===== config.mk =====
export PLATFORM = sky130hd
export DESIGN_NAME = cmo_range_seq
export DESIGN_NICKNAME = d
export VERILOG_FILES = /design/src/rtl/cmo_pkg.sv /design/src/rtl/cmo_rst_sync.sv /design/src/rtl/cmo_req_classify.sv /design/src/rtl/cmo_line_kind.sv /design/src/rtl/cmo_range_seq.sv
export SDC_FILE = /design/constraint.sdc
export NUM_CORES = 1
export LEC_CHECK = 0
export ABC_CLOCK_PERIOD_IN_PS = 4900
export BUFFER_PORTS_ARGS = -buffer_cell sky130_fd_sc_hd__buf_4
export CELL_PAD_IN_SITES_DETAIL_PLACEMENT = 1
export CELL_PAD_IN_SITES_GLOBAL_PLACEMENT = 1
export CORE_ASPECT_RATIO = 0.75
export CORE_MARGIN = 2
export CORE_UTILIZATION = 45
export DETAILED_ROUTE_END_ITERATION = 10
export GPL_ROUTABILITY_DRIVEN = 0
export GPL_TIMING_DRIVEN = 0
export PLACE_DENSITY_LB_ADDON = 0.1
export SETUP_SLACK_MARGIN = 0.5
export SLEW_MARGIN = 40
export SYNTH_ARGS = -nofsm -noshare
export SYNTH_HDL_FRONTEND = slang
export SYNTH_SLANG_ARGS = --single-unit

===== constraint.sdc =====
create_clock -name clk -period 4.9 [get_ports clk]
set_input_delay 0.245 -clock clk [delete_from_list [all_inputs] [get_ports clk]]
set_output_delay 0.245 -clock clk [all_outputs]
set_load 0.05 [all_outputs]

===== src/rtl/cmo_pkg.sv =====
package cmo_pkg;

  typedef enum logic [1:0] {
    OP_INV       = 2'd0,
    OP_CLEAN     = 2'd1,
    OP_FLUSH     = 2'd2,
    OP_FLUSH_ALT = 2'd3
  } op_e;

  // per-line treatment
  typedef enum logic [1:0] {
    K_CLEAN = 2'd0,
    K_INV   = 2'd1,
    K_PAIR  = 2'd2
  } kind_e;

  typedef enum logic [2:0] {
    S_IDLE  = 3'd0,
    S_LINE  = 3'd1,
    S_WHOLE = 3'd2,
    S_BAR   = 3'd3,
    S_DONE  = 3'd4
  } state_e;

  localparam logic CMD_CLEAN = 1'b0;
  localparam logic CMD_INV   = 1'b1;

endpackage


===== src/rtl/cmo_rst_sync.sv =====
module cmo_rst_sync #(
  parameter int STAGES = 2
) (
  input  logic clk,
  input  logic rst_n,
  output logic rst_n_sync
);
  logic [STAGES-1:0] chain;

  always_ff @(posedge clk or negedge rst_n) begin
    if (!rst_n) chain <= '0;
    else        chain <= {chain[STAGES-2:0], 1'b1};
  end

  assign rst_n_sync = chain[STAGES-1];
endmodule


===== src/rtl/cmo_req_classify.sv =====
module cmo_req_classify
  import cmo_pkg::*;
#(
  parameter int ADDR_W     = 32,
  parameter int LINE_SHIFT = 5
) (
  input  logic [ADDR_W-1:0] start_a,
  input  logic [ADDR_W-1:0] end_a,
  input  op_e               op,
  output logic              is_empty,
  output logic              is_whole,
  output logic              head_split,
  output logic [ADDR_W:0]   first_line
);
  assign is_empty   = (end_a <= start_a);
  assign is_whole   = (op != OP_CLEAN) && (start_a == '0) && (&end_a);
  assign head_split = (op == OP_INV) && (|start_a[LINE_SHIFT-1:0]);
  assign first_line = {1'b0, start_a[ADDR_W-1:LINE_SHIFT], {LINE_SHIFT{1'b0}}};
endmodule


===== src/rtl/cmo_line_kind.sv =====
module cmo_line_kind
  import cmo_pkg::*;
#(
  parameter int ADDR_W     = 32,
  parameter int LINE_SHIFT = 5
) (
  input  op_e             op,
  input  logic            head,
  input  logic [ADDR_W:0] cur,
  input  logic [ADDR_W:0] end_x,
  output kind_e           kind,
  output logic [ADDR_W:0] next_line,
  output logic            more
);
  localparam logic [ADDR_W:0] LINE_STEP = (ADDR_W+1)'(1) << LINE_SHIFT;

  assign next_line = cur + LINE_STEP;
  assign more      = (next_line < end_x);

  always_comb begin
    unique case (op)
      OP_CLEAN: kind = K_CLEAN;
      OP_INV: begin
        if (head)                     kind = K_PAIR;
        else if (next_line <= end_x)  kind = K_INV;
        else                          kind = K_PAIR;
      end
      default:  kind = K_PAIR;
    endcase
  end
endmodule


===== src/rtl/cmo_range_seq.sv =====
module cmo_range_seq
  import cmo_pkg::*;
#(
  parameter int ADDR_W     = 32,
  parameter int LINE_BYTES = 32
) (
  input  logic              clk,
  input  logic              rst_n,
  input  logic              req_valid,
  output logic              req_ready,
  input  logic [ADDR_W-1:0] req_start,
  input  logic [ADDR_W-1:0] req_end,
  input  logic [1:0]        req_op,
  output logic              cmd_valid,
  input  logic              cmd_ready,
  output logic [ADDR_W-1:0] cmd_addr,
  output logic              cmd_code,
  output logic              all_valid,
  input  logic              all_ack,
  output logic              all_code,
  output logic              bar_req,
  input  logic              bar_ack,
  output logic              done
);
  localparam int LINE_SHIFT = $clog2(LINE_BYTES);

  logic rst_n_s;
  cmo_rst_sync #(.STAGES(2)) u_rst (.clk(clk), .rst_n(rst_n), .rst_n_sync(rst_n_s));

  state_e          st_q, st_d;
  logic [ADDR_W:0] cur_q, cur_d;
  logic [ADDR_W:0] end_q, end_d;
  op_e             op_q, op_d;
  logic            head_q, head_d;
  logic            sec_q, sec_d;
  logic            dp_en;

  op_e             op_in;
  logic            c_empty, c_whole, c_head;
  logic [ADDR_W:0] c_first;
  kind_e           kind;
  logic [ADDR_W:0] next_line;
  logic            more;

  assign op_in = op_e'(req_op);

  cmo_req_classify #(.ADDR_W(ADDR_W), .LINE_SHIFT(LINE_SHIFT)) u_cls (
    .start_a(req_start), .end_a(req_end), .op(op_in),
    .is_empty(c_empty), .is_whole(c_whole), .head_split(c_head), .first_line(c_first)
  );

  cmo_line_kind #(.ADDR_W(ADDR_W), .LINE_SHIFT(LINE_SHIFT)) u_kind (
    .op(op_q), .head(head_q), .cur(cur_q), .end_x(end_q),
    .kind(kind), .next_line(next_line), .more(more)
  );

  // next-state
  always_comb begin
    st_d   = st_q;
    cur_d  = cur_q;
    end_d  = end_q;
    op_d   = op_q;
    head_d = head_q;
    sec_d  = sec_q;
    dp_en  = 1'b0;
    unique case (st_q)
      S_IDLE: begin
        if (req_valid) begin
          dp_en  = 1'b1;
          op_d   = op_in;
          end_d  = {1'b0, req_end};
          cur_d  = c_first;
          head_d = c_head;
          sec_d  = 1'b0;
          if (c_empty)      st_d = S_BAR;
          else if (c_whole) st_d = S_WHOLE;
          else              st_d = S_LINE;
        end
      end
      S_LINE: begin
        if (cmd_ready) begin
          dp_en = 1'b1;
          if (kind == K_PAIR && !sec_q) begin
            sec_d = 1'b1;
          end else begin
            sec_d  = 1'b0;
            head_d = 1'b0;
            cur_d  = next_line;
            if (!more) st_d = S_BAR;
          end
        end
      end
      S_WHOLE: if (all_ack) st_d = S_BAR;
      S_BAR:   if (bar_ack) st_d = S_DONE;
      S_DONE:  st_d = S_IDLE;
      default: st_d = S_IDLE;
    endcase
  end

  // control register
  always_ff @(posedge clk or negedge rst_n_s) begin
    if (!rst_n_s) st_q <= S_IDLE;
    else          st_q <= st_d;
  end

  // datapath registers, enabled, no reset
  always_ff @(posedge clk) begin
    if (dp_en) begin
      cur_q  <= cur_d;
      end_q  <= end_d;
      op_q   <= op_d;
      head_q <= head_d;
      sec_q  <= sec_d;
    end
  end

  assign req_ready = (st_q == S_IDLE);
  assign cmd_valid = (st_q == S_LINE);
  assign cmd_addr  = cur_q[ADDR_W-1:0];
  assign cmd_code  = ((kind == K_INV) || (kind == K_PAIR && sec_q)) ? CMD_INV : CMD_CLEAN;
  assign all_valid = (st_q == S_WHOLE);
  assign all_code  = (op_q == OP_INV) ? 1'b0 : 1'b1;
  assign bar_req   = (st_q == S_BAR);
  assign done      = (st_q == S_DONE);
endmodule


==> flow_summary_export.csv, run 1 <==
group,metric,value,unit
timing,fin_worst_skew,0.0116,ns
cells_and_area,nFillCells,1254,
cells_and_area,area_delta_synth_final,32.3,%
yosys,syn-instance-count,516,
placed_design,port_buffers,105,
timing,setup_violations,0,
drt,drtAntennaViolNets,0,
clocking,cts_htree_levels,3,
floorplanning,die_area,11900,sq um
power_and_ir_drop,peakVddDrop,0.262,mV
power_and_ir_drop,cellPowerDensity,619,nW/um^2
drt,drt_wl_total,16100,microns
yosys,ys_seq_area_frac,0.414,
clocking,insertion_delay,0.34,ns
floorplanning,ios,111,
placed_design,detailed_place_hpwl,12500,microns
yosys,ys_warn_count,0,
timing,finalHoldViolations,0,
outcome,outcome,"complete, no violations",
floorplanning,die_x,125,microns
drt,vias,4446,
clocking,numCtsBuffers,9,
worst_setup_path,crit_type,"reg2out",
yosys,ys_async_sr_fraction,0.0725,
floorplanning,core_area,10800,sq um
worst_setup_path,crit_fanout,6,
drt,wl_met1,7270,microns
global_routing,grt_pass1_vias,4402,
worst_setup_path,cp_data_arrival_time,4.11,ns
yosys,synth_enable_flop_cells,64,
drt,wire_per_inst,19.8,microns
drt,dr.first_iter.drc_count,328,
drt,routed.top_layer,"met4",
yosys,yosys-top-cells-area,"edfxtp_1 (39%), ha_1 (15%), inv_1 (5.5%), buf_4 (4.9%), nand2_1 (3.8%)",
global_routing,grt_max_degree,30,
yosys,postSynthAreaPerCell,9.59,sq um
timing,fmax,0.230,GHz
clocking,cts_tree,"built",
clocking,cts-root-buf,"clkbuf_16",
worst_setup_path,start_kind,"flop",
floorplanning,die_h,94.8,microns
global_routing,track_usage,0.261,
global_routing,antenna_found_initial,0,
global_routing,grt_pass1_wl,23500,microns
floorplanning,rows,33,
cells_and_area,final-seq-area,2050,sq um
clocking,clock-sinks,69,
drt,firstDrtPassIters,5,
timing,fin_crit_sh,0.888,
drt,wl_met3,821,microns
hold_path,min_path_type,"reg2async",
drt,vias_per_cell,5.48,
cells_and_area,layout.nets,798,
drt,drc,0,
power_and_ir_drop,power_leakage,0.00301,uW
timing,tightest_slew,0.664,ns
floorplanning,start_util,0.457,
cells_and_area,multi_input_area,2470,sq um
clocking,clockBufferDepth,2,
drt,wl_met2,7740,microns
yosys,synth_top_area_frac,0.389,
clocking,clk_pin_slew,0.06,ns
timing,slew_headroom,0.554,
yosys,syn_area,4950,sq um
job,drv_cap,0,
timing,slew_viol_final,0,
yosys,synth_cell_types,47,
global_routing,overflow,0,
cells_and_area,drive_gt1_frac,0.300,
yosys,synth_largest_area_cell,"edfxtp_1",
power_and_ir_drop,power,4050,uW
timing,post-route-min-period,4.35,ns
worst_setup_path,worst_setup_path_end_kind,"primary output",
timing,rsz0062_at_grt,"yes",
yosys,synth-main-ff-cell,"edfxtp_1",
worst_setup_path,cp.required,4.66,ns
yosys,ys_ff_latch,69,
cells_and_area,antennaDiodeCount,0,
timing,totalNegativeSetupSlack,0,ns
-- stage by stage --
step	hold WS [ns]	instances	setup WS, ns	cell area, sq um	util
2_1_floorplan	-0.0506	520	0.797	4960	-
3_3_place_gp	0.0275	765	-0.334	5920	0.548
3_5_place_dp	0.0284	766	-0.213	5950	0.550
4_1_cts	0.0462	789	0.524	6330	0.586
5_1_grt	0.0546	811	0.336	6540	0.605
6_report	0.0404	811	0.547	6540	0.605
-- state kept, by name, summed over array words and instances (netlist names) --
name	count
end_q	32
head_q	1
sec_q	1
u_rst.chain	2
op_q	2
cur_q	28
st_q	3
-- worst max-delay path, cell delays in order (launching register included) --
cell,delay [ns]
edfxtp_1,0.47
nand4_1,0.13
buf_4,0.18
nor4_4,0.35
and3_4,0.28
nand3_1,0.10
xnor2_1,0.17
ha_1,0.32
nand4_1,0.22
nor2_4,0.22
nand3_2,0.12
or4_4,0.59
nor2_2,0.11
nor2_1,0.06
o41ai_2,0.21
buf_4,0.25
-- per-layer routing --
layer,vias to the layer above,track usage
met3,19,0.0419
met4,0,0.0741
met2,140,0.447
met5,-,0
li1,2114,-
met1,2173,0.345
-- synth_stat cells (2+ instances only) --
cell type   n
nand2_1    50
buf_4      32
nor2_1     23
dfrtp_1     5
inv_1      73
nor3_1      6
nand4_1    28
a221oi_1    2
nand3_1    22
nor4_1      8
clkbuf_1    5
a21o_1      6
and4_1      2
ha_1       60
o41ai_2     2
xor2_1      9
nor2b_1     2
o211ai_1    3
o21ai_0    34
xnor2_1    17
o221ai_1    3
edfxtp_1   64
or4_1       2
and3_1      5
nor3b_1     2
and2_1      2
conb_1      2
nand4b_1    2
a21oi_1    24
a211oi_1    4
-- what timing repair did --
item,4_1_cts,5_1_grt
hold endpoints to repair,2,0
hold buffers,1,0
endpoints found under the setup margin,30,30
buffers inserted,6,22
gates cloned,0,0
pin swaps,5,19
resized for setup,12,8
-- final cells by class --
cell class              count  share of cell area
well taps                 140              0.0268
plain buffers              38              0.0413
clock buffers               9              0.0344
inverters                  73              0.0419
repair buffers            135               0.159
multi-input cells         340               0.377
flip-flops and latches     69               0.313
clock inverters             7             0.00631
-- final timing paths --
check | start | to | slack [ns] | cells past startpoint
hold reg to reg | u_rst.chain[1]$_DFF_PN0_ | st_q[1]$_DFFE_PN0P_ | 0.04 | 0
setup reg to reg | cur_q[9]$_DFFE_PP_ | cur_q[20]$_DFFE_PP_ | 0.63 | 13
max in group asynchronous | rst_n | u_rst.chain[1]$_DFF_PN0_ | 4.60 | 2
min in group clk | req_end[20] | end_q[20]$_DFFE_PP_ | 0.10 | 1
setup / recovery | cur_q[9]$_DFFE_PP_ | cmd_code | 0.55 | 15
hold / removal | u_rst.chain[1]$_DFF_PN0_ | st_q[1]$_DFFE_PN0P_ | 0.04 | 0
-- power breakdown --
group / switching, uW / leakage [uW] / total (uW) / internal (uW)
sequential: 198 / 0.000656 / 1150 / 949
clock: 250 / 0.000127 / 588 / 338
combinational: 1450 / 0.00223 / 2310 / 868
total: 1890 / 0.00301 / 4050 / 2160
-- layout by cell type (no fill, tap or decap), types with 3 or more instances in the layout --
master	n
buf_4	164
conb_1	6
ha_1	59
inv_1	73
clkbuf_16	9
o211ai_1	3
a21oi_1	24
clkbuf_1	5
nand4_1	28
edfxtp_1	64
xor2_1	9
nand2_1	50
and3_1	3
a21o_1	6
xnor2_1	16
a211oi_1	3
nor4_1	7
o21ai_0	34
nand3_1	21
dfrtp_1	5
nor3_1	4
nor2_1	21
o221ai_1	3
-- logic make-up after synthesis --
| family | count (synthesis) | synth area share |
|---|---|---|
| adders and majority gates | 60 | 0.152 |
| AOI/OAI and AO/OA | 86 | 0.108 |
| xor gates and xnor gates | 26 | 0.0460 |
| DFF | 69 | 0.414 |
| and+or+nand+nor | 162 | 0.169 |
| other | 2 | 0.00152 |
| buffers and inverters | 111 | 0.110 |
Power figures use the tool's default switching activity.
==> run 2, diff against run 1 <==
- ABC_AREA: not set -> 1
- CORE_UTILIZATION: 45 -> 44
==> flow_summary_export.csv, run 2 <==
group,metric,value,unit
outcome,outcome,"complete, no violations",
timing,setup_violations,0,
global_routing,antenna_found_initial,0,
drt,vias,5015,
timing,totalNegativeSetupSlack,0,ns
drt,wire_per_inst,17.7,microns
timing,fin_worst_skew,0.00514,ns
floorplanning,rows,34,
clocking,clk_pin_slew,0.06,ns
clocking,cts_htree_levels,3,
worst_setup_path,crit_start,"cur_q[5]$_DFFE_PP_",
yosys,ys_seq_area_frac,0.381,
worst_setup_path,crit_fanout,17,
floorplanning,die_h,99.8,microns
global_routing,track_usage,0.264,
clocking,numCtsBuffers,9,
power_and_ir_drop,power,4340,uW
yosys,synth_top_area_frac,0.357,
cells_and_area,largestRegisters,"end_q (32), cur_q (28), st_q (3)",
clocking,insertion_delay,0.33,ns
drt,drt_wl_total,17000,microns
yosys,yosys-top-cells-area,"edfxtp_1 (36%), ha_1 (14%), nand2_1 (9.2%), inv_1 (8.4%), buf_4 (4.5%)",
yosys,ys_async_sr_fraction,0.0725,
yosys,ys_ff_latch,69,
timing,finalHoldViolations,0,
worst_setup_path,max_stage_delay,0.49,ns
timing,slew_viol_final,0,
worst_setup_path,r2r_slack,0.99,ns
global_routing,overflow,0,
yosys,synth_cell_types,33,
yosys,postSynthAreaPerCell,8.02,sq um
cells_and_area,layout.nets,928,
worst_setup_path,crit_type,"reg2reg",
floorplanning,die_x,132,microns
drt,drtAntennaViolNets,0,
job,drv_cap,0,
drt,drc,0,
timing,tightest_slew,0.729,ns
yosys,syn-instance-count,671,
worst_setup_path,cp.required,4.94,ns
timing,rsz0062_at_grt,"no",
worst_setup_path,critPathBufInv,5,
placed_design,port_buffers,105,
worst_setup_path,r2r-start,"cur_q[5]$_DFFE_PP_",
power_and_ir_drop,cellPowerDensity,642,nW/um^2
yosys,yosys.cell_count.top_type,"nand2_1",
placed_design,detailed_place_hpwl,14000,microns
cells_and_area,drive_gt1_frac,0.228,
drt,firstDrtPassIters,4,
cells_and_area,nFillCells,1492,
global_routing,grt_max_degree,35,
timing,holdWs,0.0388,ns
timing,post-route-min-period,3.91,ns
worst_setup_path,worst_setup_path_end_kind,"flop",
clocking,cts_tree,"built",
floorplanning,core_area,11700,sq um
worst_setup_path,crit_chain,"ha_1 -> nand2_2 -> nor2_2 -> nand3_2 -> inv_2 -> nand3_1 -> nor2_1 -> nand4_1 -> nor2_1 -> inv_1 -> nand2_1 -> inv_1 -> ha_1 -> nand2_1 -> nor2_1 -> nand4_1 -> nor2_1 -> nand2_1 -> nand2_1 -> nand2_2 -> nand2_2 -> inv_1 -> nor2_4 -> buf_16",
yosys,yosys-top-cells-count,"nand2_1 (132), inv_1 (120), edfxtp_1 (64), ha_1 (60), nor2_1 (58)",
drt,vias_per_cell,5.21,
cells_and_area,area_delta_synth_final,25.6,%
cells_and_area,final_cell_mix,"buf_4 (139), nand2_1 (132), inv_1 (119)",
global_routing,grt_pass1_vias,5184,
worst_setup_path,cp_top_family,"simple AND/OR/NAND/NOR gates",
yosys,syn_area,5380,sq um
cells_and_area,antennaDiodeCount,0,
clocking,clock-sinks,69,
worst_setup_path,start_kind,"flop",
power_and_ir_drop,power_leakage,0.00333,uW
worst_setup_path,cp_data_arrival_time,3.95,ns
yosys,synth_enable_flop_cells,64,
yosys,synth_largest_area_cell,"edfxtp_1",
clocking,clockBufferDepth,2,
floorplanning,die_area,13100,sq um
timing,fin_crit_sh,0.798,
yosys,ys_warn_count,0,
cells_and_area,largest_register_ffs,32,
worst_setup_path,ff2ff_path_depth,24,
yosys,synth-main-ff-cell,"edfxtp_1",
floorplanning,start_util,0.458,
clocking,cts-root-buf,"clkbuf_16",
worst_setup_path,reg2reg_to,"cur_q[21]$_DFFE_PP_",
worst_setup_path,cp_slowest_cell,"edfxtp_1",
power_and_ir_drop,peakVddDrop,0.429,mV
cells_and_area,regMostFlops,"end_q",
timing,slew_headroom,0.513,
timing,fmax,0.256,GHz
cells_and_area,layout_commonest_cell,"buf_4",
worst_setup_path,critical_path.endpoint,"cur_q[21]$_DFFE_PP_",
global_routing,grt_pass1_wl,27000,microns
floorplanning,ios,111,
hold_path,min_path_type,"reg2async",
worst_setup_path,cp.depth,24,
drt,dr.first_iter.drc_count,247,
[run 2: cell types whose count changed after synthesis, sizes merged, moves of 6 or more]
| cell | previous run | this run |
|---|---|---|
| a21oi | 24 | 30 |
| inv | 73 | 121 |
| nand2 | 50 | 140 |
| nor2 | 23 | 61 |
| nor3 | 6 | 16 |
| xnor2 | 17 | 4 |
[run 2: kinds of logic after synthesis]
kind of cell | after synthesis | synth area share
AND/OR/NAND/NOR | 290 | 0.246
XOR/XNOR | 15 | 0.0244
other | 2 | 0.00140
adder cells (fa/ha/maj) | 60 | 0.140
AO/OA/AOI/OAI | 76 | 0.0751
buffers and inverters | 159 | 0.133
flip-flops | 69 | 0.381
[run 2: worst register-to-register path, delay by kind of cell, from the launching register on]
family,cells,cell delay (ns)
simple gates,17,2.11
buf+inv,5,0.52
fa+ha+maj,2,0.50
flops,1,0.49
[run 2: what timing repair did]
item	in CTS	in global routing
endpoints found under the hold margin	2	0
endpoints found under the setup margin	0	17
hold buffers	1	0
resized for setup	0	0
buffers inserted	0	3
[run 2: per-stage QoR]
step                instance area, sq um  cells  utilization  worst slack [ns]
CTS                                 6720    959        0.572             0.767
global route                        6750    962        0.575             0.687
global placement                    6380    942        0.544            -0.348
detailed placement                  6420    943        0.547             0.826
finish                              6750    962        0.575             0.992
floorplan                           5390    675            -             0.775
[run 2: power by group]
group / switching [uW] / internal [uW]
Combinational: 1640 / 863
Sequential: 219 / 975
Clock: 252 / 391
[run 2: worst min-delay path by stage]
stage                             startpoint                  endpoint  slack (ns)
floorplan                              rst_n  u_rst.chain[0]$_DFF_PN0_       -0.05
global placement                       rst_n  u_rst.chain[0]$_DFF_PN0_        0.03
detailed placement                     rst_n  u_rst.chain[1]$_DFF_PN0_        0.03
CTS                 u_rst.chain[1]$_DFF_PN0_       st_q[0]$_DFFE_PN0P_        0.04
global route        u_rst.chain[1]$_DFF_PN0_       st_q[0]$_DFFE_PN0P_        0.05
finish              u_rst.chain[1]$_DFF_PN0_       st_q[0]$_DFFE_PN0P_        0.04
[run 2: per-layer routing]
layer  vias to the layer above  wire length [microns]  GRT usage
met3                        16                    737     0.0392
met1                      2419                   7980      0.353
met2                       149                   8110      0.452
met4                         0                    178     0.0702
met5                         -                      0          0
li1                       2431                      -          -
[run 2: cell type report]
cell class,count,area [sq um],area share
clock buffers,9,225,0.0333
flip-flops and latches,69,2050,0.303
well taps,162,203,0.0300
plain buffers,38,263,0.0389
repair buffers,110,861,0.127
clock inverters,6,63.8,0.00945
inverters,121,454,0.0672
multi-input cells,447,2640,0.391
==> run 3, diff against run 2 <==
- ABC_CLOCK_PERIOD_IN_PS: 4900 -> 3900
- CORE_UTILIZATION: 44 -> 41
- clock period: 4.9 -> 3.9 ns (I/O delays scaled with it)
==> flow_summary_export.csv, run 3 (same netlist as run 2, synthesis figures left out) <==
group,metric,value,unit
timing,rsz0062_at_grt,"yes",
drt,drc,0,
timing,post-route-min-period,3.84,ns
timing,setup_violations,0,
clocking,cts_tree,"built",
power_and_ir_drop,power_leakage,0.00369,uW
cells_and_area,layout_commonest_cell,"buf_4",
floorplanning,core_area,12900,sq um
drt,drtAntennaViolNets,0,
timing,finalHoldViolations,0,
drt,firstDrtPassIters,4,
clocking,insertion_delay,0.34,ns
floorplanning,start_util,0.418,
power_and_ir_drop,cellPowerDensity,858,nW/um^2
worst_setup_path,crit_fanout,8,
outcome,outcome,"complete, no violations",
cells_and_area,largest_register_ffs,32,
hold_path,hp-start,"req_end[0]",
floorplanning,ios,111,
worst_setup_path,max_stage_delay,0.46,ns
timing,slew_headroom,0.456,
timing,tightest_slew,0.815,ns
clocking,clk_pin_slew,0.06,ns
hold_path,min_path_cells,1,
cells_and_area,drive_gt1_frac,0.355,
clocking,clock-sinks,69,
cells_and_area,layout.nets,970,
worst_setup_path,cp_data_arrival_time,3.90,ns
worst_setup_path,cp_slowest_cell,"edfxtp_1",
placed_design,port_buffers,105,
drt,wire_per_inst,20.3,microns
worst_setup_path,crit_chain,"buf_4 -> buf_4 -> nand3_4 -> inv_4 -> nand3_4 -> nor2_4 -> or2_2 -> o21ai_2 -> inv_1 -> ha_1 -> a21o_1 -> nand3_1 -> a21oi_4 -> nor2_2 -> nand2_2 -> nand2_2 -> nand2_2 -> nand2_2 -> nand2_4 -> nand2_4 -> clkinvlp_4 -> buf_4 -> nor2_4 -> buf_12",
global_routing,antenna_found_initial,0,
clocking,cts_htree_levels,3,
drt,vias_per_cell,5.25,
drt,drt_wl_total,20500,microns
hold_path,min_path_type,"in2reg",
worst_setup_path,worst_setup_path_end_kind,"flop",
drt,dr.first_iter.drc_count,302,
worst_setup_path,r2r-start,"cur_q[5]$_DFFE_PP_",
floorplanning,die_x,136,microns
timing,fin_worst_skew,0.00563,ns
global_routing,grt_pass1_vias,5441,
clocking,clockBufferDepth,2,
clocking,numCtsBuffers,9,
hold_path,whs_endpoint,"end_q[0]$_DFFE_PP_",
global_routing,grt_pass1_wl,28900,microns
floorplanning,die_h,103,microns
cells_and_area,final_cell_mix,"buf_4 (169), nand2_1 (114), inv_1 (110)",
worst_setup_path,ff2ff_path_depth,24,
cells_and_area,regMostFlops,"end_q",
worst_setup_path,reg2reg_to,"cur_q[7]$_DFFE_PP_",
worst_setup_path,r2r_slack,0.06,ns
worst_setup_path,cp.required,3.96,ns
cells_and_area,area_delta_synth_final,42.9,%
worst_setup_path,start_kind,"flop",
power_and_ir_drop,peakVddDrop,0.733,mV
worst_setup_path,crit_type,"reg2reg",
floorplanning,die_area,14100,sq um
drt,vias,5314,
worst_setup_path,crit_top_cell,"nand2_2",
timing,holdWs,0.0432,ns
cells_and_area,fin_util,0.597,
global_routing,track_usage,0.275,
timing,fin_crit_sh,0.985,
placed_design,detailed_place_hpwl,14200,microns
job,drv_cap,0,
floorplanning,rows,36,
clocking,cts-root-buf,"clkbuf_16",
cells_and_area,antennaDiodeCount,0,
global_routing,grt_max_degree,35,
timing,fmax,0.260,GHz
cells_and_area,nFillCells,1568,
timing,slew_viol_final,0,
cells_and_area,largestRegisters,"end_q (32), cur_q (28), st_q (3)",
power_and_ir_drop,power,6600,uW
global_routing,overflow,0,
## run 3: changes by cell type in the layout (fill, tap and decap cells not counted), sizes merged
cell / previous run / this run
inv: 122 / 120
bufinv: 1 / 3
buf: 141 / 182
clkinv: 2 / 3
clkinvlp: 2 / 1
nor2: 61 / 62
## run 3: metrics by stage
step / cells / instance area (sq um) / worst slack [ns] / setup TNS [ns]
floorplan: 675 / 5400 / 0.570 / 0
global placement: 951 / 6400 / -0.281 / -8.10
detailed placement: 951 / 6400 / -0.403 / -11.64
CTS: 990 / 7150 / 0.245 / 0
global route: 1013 / 7690 / -0.0978 / -2.48
finish: 1013 / 7690 / 0.0601 / 0
## run 3: what timing repair did
action	CTS	global route
hold endpoints to repair	2	0
pin swaps	23	41
hold buffers	1	0
gates resized for setup	44	76
cloned	3	0
setup buffers	20	23
setup endpoints to repair	34	34
## run 3: area by class of cell
type                       instances  area, sq um  area share
timing repair buffer             151         1240       0.161
inverter                         121          460      0.0599
buffer                            38          263      0.0342
multi-input combinational        448         3130       0.407
clock inverter                     6          113      0.0146
tap                              171          214      0.0278
sequential                        69         2050       0.266
clock buffer                       9          225      0.0293
## run 3: where the power goes
part | switching (uW) | internal, uW
Combinational | 2550 | 1560
Clock | 326 | 622
Sequential | 306 | 1230
## run 3: worst max-delay path, delay by kind of cell, from the launching register on
kind	cells	cell delay, ns
compound gates	3	0.38
fa+ha+maj	1	0.33
buf+inv	7	0.91
flops	1	0.46
simple gates	13	1.46
## run 3: worst max path at each step
| stage | start | cells after the start | end | slack [ns] |
|---|---|---|---|---|
| 2_1_floorplan | cur_q[5]$_DFFE_PP_ | 23 | cur_q[10]$_DFFE_PP_ | 0.57 |
| 3_3_place_gp | cur_q[5]$_DFFE_PP_ | 23 | cur_q[25]$_DFFE_PP_ | -0.28 |
| 3_5_place_dp | cur_q[5]$_DFFE_PP_ | 23 | cur_q[27]$_DFFE_PP_ | -0.40 |
| 4_1_cts | cur_q[5]$_DFFE_PP_ | 25 | cur_q[32]$_SDFFCE_PN0P_ | 0.24 |
| 5_1_grt | cur_q[6]$_DFFE_PP_ | 25 | cur_q[29]$_DFFE_PP_ | -0.1 |
| 6_report | cur_q[5]$_DFFE_PP_ | 24 | cur_q[7]$_DFFE_PP_ | 0.06 |
## run 3: per-layer routing
layer,vias to the layer above,part of all wire,track usage
met5,-,0,0
met4,0,0.020,0.0817
met3,31,0.046,0.0560
met2,156,0.50,0.474
met1,2606,0.43,0.354
li1,2521,-,-
